[src/rtl/dmarq_pkg.sv]
package dmarq_pkg;

    typedef enum logic [2:0] {
        KIND_NONE    = 3'd0,
        KIND_SINGLE  = 3'd1,
        KIND_BURST   = 3'd2,
        KIND_LSINGLE = 3'd3,
        KIND_LBURST  = 3'd4
    } req_kind_e;

    typedef enum logic [2:0] {
        ST_IDLE         = 3'd0,
        ST_HOLD_SINGLE  = 3'd1,
        ST_HOLD_BURST   = 3'd2,
        ST_HOLD_LSINGLE = 3'd3,
        ST_HOLD_LBURST  = 3'd4
    } sel_state_e;

    typedef struct packed {
        logic single;
        logic burst;
        logic lsingle;
        logic lburst;
    } req_vec_t;

endpackage

[src/rtl/dmarq_rx_decode.sv]
module dmarq_rx_decode
    import dmarq_pkg::*;
#(
    parameter int OCC_W = 5,
    parameter int BURST = 8
) (
    input  logic [OCC_W-1:0] fifo_level,
    input  logic             cnt_zero,
    output req_kind_e        kind
);
    localparam logic [OCC_W-1:0] LVL_BURST = OCC_W'(BURST);
    localparam logic [OCC_W-1:0] LVL_ONE   = OCC_W'(1);

    always_comb begin
        kind = KIND_NONE;
        if (fifo_level > LVL_BURST) begin
            kind = KIND_BURST;
        end else if (fifo_level == LVL_BURST) begin
            kind = cnt_zero ? KIND_LBURST : KIND_BURST;
        end else if (cnt_zero && fifo_level == LVL_ONE) begin
            kind = KIND_LSINGLE;
        end else if (cnt_zero && fifo_level > LVL_ONE) begin
            kind = KIND_SINGLE;
        end
    end
endmodule

[src/rtl/dmarq_tx_decode.sv]
module dmarq_tx_decode
    import dmarq_pkg::*;
#(
    parameter int CNT_W = 16,
    parameter int BURST = 8
) (
    input  logic [CNT_W-1:0] tx_remain,
    output req_kind_e        kind
);
    localparam logic [CNT_W-1:0] REM_BURST = CNT_W'(BURST);
    localparam logic [CNT_W-1:0] REM_ONE   = CNT_W'(1);

    always_comb begin
        kind = KIND_NONE;
        if (tx_remain > REM_BURST) begin
            kind = KIND_BURST;
        end else if (tx_remain == REM_BURST) begin
            kind = KIND_LBURST;
        end else if (tx_remain > REM_ONE) begin
            kind = KIND_SINGLE;
        end else if (tx_remain == REM_ONE) begin
            kind = KIND_LSINGLE;
        end
    end
endmodule

[src/rtl/dmarq_fsm.sv]
module dmarq_fsm
    import dmarq_pkg::*;
(
    input  logic      clk,
    input  logic      rst_n,
    input  logic      en,
    input  logic      dma_clr,
    input  req_kind_e kind,
    output req_vec_t  req
);
    sel_state_e state_q, state_d;

    // next-state logic
    always_comb begin
        state_d = state_q;
        if (!en) begin
            state_d = ST_IDLE;                       // abort
        end else begin
            unique case (state_q)
                ST_IDLE: begin                       // arm
                    unique case (kind)
                        KIND_SINGLE:  state_d = ST_HOLD_SINGLE;
                        KIND_BURST:   state_d = ST_HOLD_BURST;
                        KIND_LSINGLE: state_d = ST_HOLD_LSINGLE;
                        KIND_LBURST:  state_d = ST_HOLD_LBURST;
                        default:      state_d = ST_IDLE;
                    endcase
                end
                ST_HOLD_SINGLE,
                ST_HOLD_BURST,
                ST_HOLD_LSINGLE,
                ST_HOLD_LBURST: begin                // release or stay
                    if (dma_clr) state_d = ST_IDLE;
                end
                default: state_d = ST_IDLE;
            endcase
        end
    end

    // state register
    always_ff @(posedge clk or negedge rst_n) begin
        if (!rst_n) state_q <= ST_IDLE;
        else        state_q <= state_d;
    end

    // registered outputs, loaded from the next state
    always_ff @(posedge clk or negedge rst_n) begin
        if (!rst_n) begin
            req <= '0;
        end else begin
            req.single  <= (state_d == ST_HOLD_SINGLE);
            req.burst   <= (state_d == ST_HOLD_BURST);
            req.lsingle <= (state_d == ST_HOLD_LSINGLE);
            req.lburst  <= (state_d == ST_HOLD_LBURST);
        end
    end
endmodule

[src/rtl/dmarq_request_gen.sv]
module dmarq_request_gen
    import dmarq_pkg::*;
#(
    parameter int OCC_W = 5,
    parameter int CNT_W = 16,
    parameter int BURST = 8
) (
    input  logic             clk,
    input  logic             rst_n,
    input  logic             en,
    input  logic             dir_tx,
    input  logic [OCC_W-1:0] fifo_level,
    input  logic             cnt_zero,
    input  logic [CNT_W-1:0] tx_remain,
    input  logic             dma_clr,
    output logic             req_single,
    output logic             req_burst,
    output logic             req_last_single,
    output logic             req_last_burst
);
    req_kind_e kind_rx, kind_tx, kind_sel;
    req_vec_t  req;

    dmarq_rx_decode #(.OCC_W(OCC_W), .BURST(BURST)) u_rx (
        .fifo_level (fifo_level),
        .cnt_zero   (cnt_zero),
        .kind       (kind_rx)
    );

    dmarq_tx_decode #(.CNT_W(CNT_W), .BURST(BURST)) u_tx (
        .tx_remain  (tx_remain),
        .kind       (kind_tx)
    );

    assign kind_sel = dir_tx ? kind_tx : kind_rx;

    dmarq_fsm u_fsm (
        .clk     (clk),
        .rst_n   (rst_n),
        .en      (en),
        .dma_clr (dma_clr),
        .kind    (kind_sel),
        .req     (req)
    );

    assign req_single      = req.single;
    assign req_burst       = req.burst;
    assign req_last_single = req.lsingle;
    assign req_last_burst  = req.lburst;
endmodule

[config.mk]
export PLATFORM = sky130hd
export DESIGN_NAME = dmarq_request_gen
export DESIGN_NICKNAME = d
export VERILOG_FILES = /design/src/rtl/dmarq_pkg.sv /design/src/rtl/dmarq_rx_decode.sv /design/src/rtl/dmarq_tx_decode.sv /design/src/rtl/dmarq_fsm.sv /design/src/rtl/dmarq_request_gen.sv
export SDC_FILE = /design/constraint.sdc
export NUM_CORES = 1
export LEC_CHECK = 0
export BUFFER_PORTS_ARGS = -buffer_cell sky130_fd_sc_hd__buf_2
export CORE_MARGIN = 5
export CORE_UTILIZATION = 35
export DETAILED_ROUTE_END_ITERATION = 10
export PLACE_DENSITY = 0.64
export SLEW_MARGIN = 30
export SYNTH_ARGS = -nofsm -noshare
export SYNTH_HDL_FRONTEND = slang
export SYNTH_SLANG_ARGS = --single-unit
[constraint.sdc]
create_clock -name clk -period 1.9 [get_ports clk]
set_input_delay 0.38 -clock clk [delete_from_list [all_inputs] [get_ports clk]]
set_output_delay 0.38 -clock clk [all_outputs]
set_load 0.01 [all_outputs]
==> results of run 1 <==
synth_stat cells:
| library cell | count |
|---|---|
| dfrtp_1 | 7 |
| nor2_1 | 6 |
| and2_1 | 4 |
| nor3_1 | 2 |
| nor3b_1 | 2 |
| nor4_2 | 2 |
| o211a_1 | 2 |
| a211oi_2 | 1 |
| a21o_2 | 1 |
| a22o_2 | 1 |
| a22oi_1 | 1 |
| a311oi_4 | 1 |
| a31o_1 | 1 |
| a31oi_1 | 1 |
| and4_4 | 1 |
| mux2_4 | 1 |
| nand2_1 | 1 |
| nand2b_1 | 1 |
| nor3_4 | 1 |
| nor4b_2 | 1 |
| o21a_1 | 1 |
| o21ai_1 | 1 |
| o311a_4 | 1 |
| or2_2 | 1 |
state kept, by name (all words and copies together) (netlist names):
| register | count |
|---|---|
| u_fsm.state_q | 3 |
| u_fsm.req | 4 |
worst min-delay path by stage:
stage           from               end  slack, ns  depth (start not counted)
2_1_floorplan  rst_n      u_fsm.req[0]       0.08                          0
3_3_place_gp   rst_n      u_fsm.req[0]       0.22                          1
3_5_place_dp   rst_n      u_fsm.req[3]       0.22                          1
4_1_cts           en  u_fsm.state_q[1]       0.41                          2
5_1_grt           en  u_fsm.state_q[1]       0.40                          2
6_report          en  u_fsm.state_q[1]       0.41                          2
layer usage:
metal / vias to the layer above / part of all wire / wire [µm] / track usage
met1: 201 / 0.40 / 419 / 0.112
li1: 234 / - / - / -
met3: 0 / 0.093 / 97 / 0.0613
met4: 0 / 0 / 0 / 0.0166
met2: 16 / 0.50 / 527 / 0.157
met5: - / 0 / 0 / 0
power by group:
group / leakage [nW] / switching, mW / internal (mW)
logic: 0.240 / 0.0418 / 0.0473
registers: 0.0949 / 0.00175 / 0.155
clock network: 0.0150 / 0.0488 / 0.0797
total: 0.350 / 0.0924 / 0.282
critical path: cells and delay by family, from the launching register on:
family             cells  cell delay (ns)
and+or+nand+nor        1             0.33
DFF                    1             0.37
AOI/OAI and AO/OA      3             0.69
cells by family after synthesis:
kind of cell    count (synthesis)  share of synthesized area
compound gates                 12                      0.279
flops                           7                      0.365
simple gates                   22                      0.326
mux                             1                     0.0312
through the flow:
stage	hold slack (ns)	cell area, µm²
finish	0.414	686
global route	0.396	686
CTS	0.409	686
detailed placement	0.216	649
global placement	0.216	649
floorplan	0.0844	480
cell type report:
type / instances / area share
multi-input combinational: 35 / 0.445
sequential: 7 / 0.255
timing repair buffer: 31 / 0.234
clock buffer: 4 / 0.0383
tap: 15 / 0.0274
what timing repair did:
| item | CTS | global route |
|---|---|---|
| setup endpoints to repair | 0 | 0 |
| hold endpoints to repair | 7 | 0 |
| resized for setup | 0 | 0 |
| hold buffers | 1 | 0 |
==> reports/metrics.cfg, run 1 <==
[run_status]
status = finished clean

[critical_path]
crit_path_cell_trace = or2_2 -> a311oi_4 -> o311a_4 -> o211a_1
worstPathRequired_ns = 2.08
cp.arrival_ns = 1.62
critPathMaxFanout = 4
cp-start-kind = flop
rr_endpoint = u_fsm.req[2]
slowest_stage = dfrtp_1
crit_type = flop to flop
endpoint_kind = flop
r2r_cells = 4
r2r_slack_ns = 0.46
crit_start = u_fsm.state_q[1]
crit_path_end = u_fsm.req[2]
critical-path-max-stage-delay_ns = 0.37
regToRegStartpoint = u_fsm.state_q[1]

[yosys]
synth_top_area_cell = dfrtp_1
yosysWarningCount = 0
synth_top_area_share = 0.365
synthTopCellsByArea = dfrtp_1 (36%), a311oi_4 (5.5%), and2_1 (5.2%)
ys_types = 24
syn_area_um2 = 480
synth_seq_area_share = 0.365
ys_seq_elements = 7
avgSynthCellArea_um2 = 11.4
syn_nets = 69
synthCells = 42

[finish]
drive_above_1_share = 0.584
fill_cells = 137
diodes = 0
final_core_util = 0.527
layout.cells.non_filler = 92
finalNetCount = 105
seq_area_um2 = 175
final_common_cell = buf_2
layout_common_cells = buf_2 (30), dfrtp_1 (7), nor2_1 (6), and2_1 (4), clkbuf_4 (3)
multiInputGateArea_um2 = 305
syn_to_final_growth_pct = 42.7

[sta]
finalHoldViolations = 0
timing.final.crit_share = 0.759
period_needed_ns = 1.44
fmax_ghz = 0.694
tns_ns = 0
rsz0062_at_grt = false
slew_viol_final = 0
slew_headroom = 0.813
setup_viol = 0
fin_ws_ns = 0.458
worstMarginPinSlew_ns = 0.278
skew_ns = 0.00275

[power]
p_per_area_mw_per_mm2 = 546
total_power_mw = 0.374
leakage_nw = 0.350
peakVddDrop_mv = 0.516

[routing]
routed_wl_um = 1050
ant_nets = 0
drt_pre_antenna_iters = 3
viasPerCell = 4.90
wire_per_inst_um = 11.4
drt_iter0_markers = 3
vias = 451
drc = 0

[clocking]
cts_buffer_depth = 2
cts_max_level = 1
cts_tree = yes
insertion_delay_ns = 0.24
root_buffer = clkbuf_4
postCtsSetupBuffers = 0
path_clk_slew_ns = 0.05
cts_buffers = 3
cts.sinks = 7

[global_route]
grt_max_degree = 8
grt_pass1_vias = 432
grt_overflow = 0
grt_pass1_wl_um = 1520
antenna_found_initial = 0
grt_util_all_layers = 0.0977

[die]
die_area_mm2 = 0.00221
die_w_um = 47.1
core-area_mm2 = 0.00130
placementRows = 13
initial_core_util = 0.369
ios = 31
die_y_um = 47.1

[place]
post-place-ws_ns = 0.225
place.gp.congestion = 0.696
dp_cells = 87
io_buffers = 30

[flow_run]
drv_cap = 0

[hold_path]
hp-class = input pin to flop

(Power assumes the default switching activity.)
==> inputs of run 2 (changes only) <==
--- a/config.mk
+++ b/config.mk
@@ -9,7 +9,7 @@
 export CORE_MARGIN = 5
 export CORE_UTILIZATION = 35
 export DETAILED_ROUTE_END_ITERATION = 10
-export PLACE_DENSITY = 0.64
+export PLACE_DENSITY = 0.67
 export SLEW_MARGIN = 30
 export SYNTH_ARGS = -nofsm -noshare
 export SYNTH_HDL_FRONTEND = slang
==> constraint.sdc (replaced) <==
create_clock -name clk -period 1.3 [get_ports clk]
set_input_delay 0.26 -clock clk [delete_from_list [all_inputs] [get_ports clk]]
set_output_delay 0.26 -clock clk [all_outputs]
set_load 0.01 [all_outputs]
==> run 2 against run 1 <==
Effect of this change:
- the flow now finishes with violations (negative setup slack)
- non-clock buffer count increased by 8
- wire length increased by 12%
- first-iteration DRC count increased by 100%
- maximum frequency increased by 2.3%
- register-to-register slack got worse by 0.57 ns
- setup slack got worse by 0.57 ns
- critical path type unchanged
- highest routed layer unchanged
==> reports/metrics.cfg, run 2 (synthesized netlist as in run 1, its figures left out) <==
[run_status]
status = finished, violations left  ; was finished clean
violations = negative setup slack

[critical_path]
crit_type = flop to flop  ; unchanged
crit_family = compound AO/OA/AOI/OAI gates  ; unchanged
endpoint_kind = flop  ; unchanged
crit_path_cell_trace = or2_4 -> a311oi_4 -> o311a_4 -> o211a_1  ; was or2_2 -> a311oi_4 -> o311a_4 -> o211a_1
critical-path-max-stage-delay_ns = 0.36  ; was 0.37 ns
cp-start-kind = flop  ; unchanged
critPathMaxFanout = 4  ; unchanged
crit_buf_inv = 0  ; unchanged
cp.arrival_ns = 1.60  ; was 1.62 ns
slowest_stage = dfrtp_1  ; unchanged
worstPathRequired_ns = 1.49  ; was 2.08 ns

[power]
total_power_mw = 0.580  ; was 0.374 mW
leakage_nw = 0.396  ; was 0.350 nW
p_per_area_mw_per_mm2 = 735  ; was 546 mW/mm²
combPwrFrac = 0.273  ; was 0.238
p_seq_frac = 0.394  ; was 0.419
p_switching_mw = 0.150  ; was 0.0924 mW
peakVddDrop_mv = 0.738  ; was 0.516 mV
clockPowerShare = 0.333  ; was 0.343
p_int_mw = 0.430  ; was 0.282 mW
p_sw_frac = 0.259  ; was 0.247

[finish]
final_common_cell = buf_2  ; unchanged
multiInputGateArea_um2 = 349  ; was 305 µm²
fill_cells = 119  ; was 137
finalNetCount = 113  ; was 105
layout_common_cells = buf_2 (30), buf_4 (8), dfrtp_1 (7), nor2_1 (6), and2_1 (4)  ; was buf_2 (30), dfrtp_1 (7), nor2_1 (6), and2_1 (4), clkbuf_4 (3)
largest_reg_flops = 4  ; unchanged
layout.cells.non_filler = 100  ; was 92
top_regs = u_fsm.req (4), u_fsm.state_q (3)  ; unchanged
drive_above_1_share = 0.659  ; was 0.584
seq_area_um2 = 175  ; unchanged
diodes = 0  ; unchanged
syn_to_final_growth_pct = 64.3  ; was 42.7%
max_flop_register = u_fsm.req  ; unchanged

[die]
die_area_mm2 = 0.00221  ; unchanged
die_y_um = 47.1  ; unchanged
placementRows = 13  ; unchanged
ios = 31  ; unchanged
core-area_mm2 = 0.00130  ; unchanged
die_w_um = 47.1  ; unchanged
initial_core_util = 0.369  ; unchanged

[clocking]
cts.sinks = 7  ; unchanged
path_clk_slew_ns = 0.05  ; about the same
root_buffer = clkbuf_4  ; unchanged
cts_tree = yes  ; unchanged
cts_buffer_depth = 2  ; unchanged
insertion_delay_ns = 0.25  ; was 0.24 ns
cts_max_level = 1  ; unchanged
cts_buffers = 3  ; unchanged

[sta]
fin_ws_ns = -0.110  ; was 0.458 ns
setup_viol = 5  ; was 0
slew_viol_final = 0  ; unchanged
slew_headroom = 0.808  ; was 0.813
fmax_ghz = 0.709  ; was 0.694 GHz
skew_ns = 0.00519  ; was 0.00275 ns
finalHoldViolations = 0  ; unchanged
rsz0062_at_grt = true  ; was false
timing.final.crit_share = 1.08  ; was 0.759
worstMarginPinSlew_ns = 0.288  ; was 0.278 ns
period_needed_ns = 1.41  ; was 1.44 ns

[global_route]
grt_overflow = 0  ; unchanged
grt_util_all_layers = 0.115  ; was 0.0977
antenna_found_initial = 0  ; unchanged
grt_max_degree = 8  ; unchanged
grt_pass1_wl_um = 1800  ; was 1520 µm
grt_pass1_vias = 471  ; was 432

[place]
place.gp.congestion = 0.726  ; was 0.696
place_hpwl_um = 991
dp_cells = 94  ; was 87
post-place-ws_ns = -0.226  ; was 0.225 ns
io_buffers = 30  ; unchanged

[routing]
drt_pre_antenna_iters = 4  ; was 3
vias = 492  ; was 451
viasPerCell = 4.92  ; was 4.90
drc = 0  ; unchanged
drt_iter0_markers = 6  ; was 3
routed_wl_um = 1170  ; was 1050 µm
ant_nets = 0  ; unchanged
wire_per_inst_um = 11.7  ; was 11.4 µm

[hold_path]
hp-class = input pin to flop  ; unchanged

[flow_run]
drv_cap = 0  ; unchanged

run 2: area by class of cell:
| class | instances | share of cell area |
|---|---|---|
| multi-input cells | 35 | 0.442 |
| repair buffers | 39 | 0.279 |
| flip-flops and latches | 7 | 0.222 |
| clock buffers | 4 | 0.0333 |
| well taps | 15 | 0.0238 |
run 2: power by group through the flow:
stage | logic, mW | clock network (mW) | registers [mW]
2_1_floorplan | 0.0629 | 0 | 0.235
3_3_place_gp | 0.146 | 0 | 0.233
3_5_place_dp | 0.149 | 0 | 0.232
4_1_cts | 0.153 | 0.198 | 0.229
5_1_grt | 0.173 | 0.220 | 0.229
6_report | 0.159 | 0.193 | 0.229
run 2: routing by layer:
metal / vias up / routed length [µm] / global-route usage
li1: 252 / - / -
met1: 224 / 476 / 0.141
met2: 16 / 604 / 0.182
met3: 0 / 93 / 0.0613
met4: 0 / 0 / 0.0166
met5: - / 0 / 0
run 2: final timing paths:
path / start / end / slack, ns / cells after the start
setup / recovery: u_fsm.state_q[1] / u_fsm.req[2] / -0.11 / 4
hold / removal: en / u_fsm.state_q[1] / 0.29 / 2
setup reg to reg: u_fsm.state_q[1] / u_fsm.req[2] / -0.11 / 4
hold reg to reg: u_fsm.state_q[1] / u_fsm.state_q[1] / 0.67 / 2
max in group asynchronous: rst_n / u_fsm.req[1] / 0.77 / 2
min in group asynchronous: rst_n / u_fsm.req[3] / 0.37 / 2
run 2: repair_timing:
| item | CTS | global route |
|---|---|---|
| pin swaps | 2 | 3 |
| setup buffers | 1 | 0 |
| setup endpoints to repair | 4 | 7 |
| endpoints found under the hold margin | 7 | 0 |
| hold buffers | 1 | 0 |
| gates resized for setup | 1 | 4 |
run 2: through the flow:
stage                      util  setup TNS, ns  area [µm²]  hold WS [ns]
after floorplan               -         -0.174         492       -0.0356
after global placement    0.548          -1.41         713        0.0970
after detailed placement  0.548          -1.46         713         0.100
after CTS                 0.586         -0.354         762         0.289
after global routing      0.607         -0.732         790         0.277
final                     0.607         -0.403         790         0.291
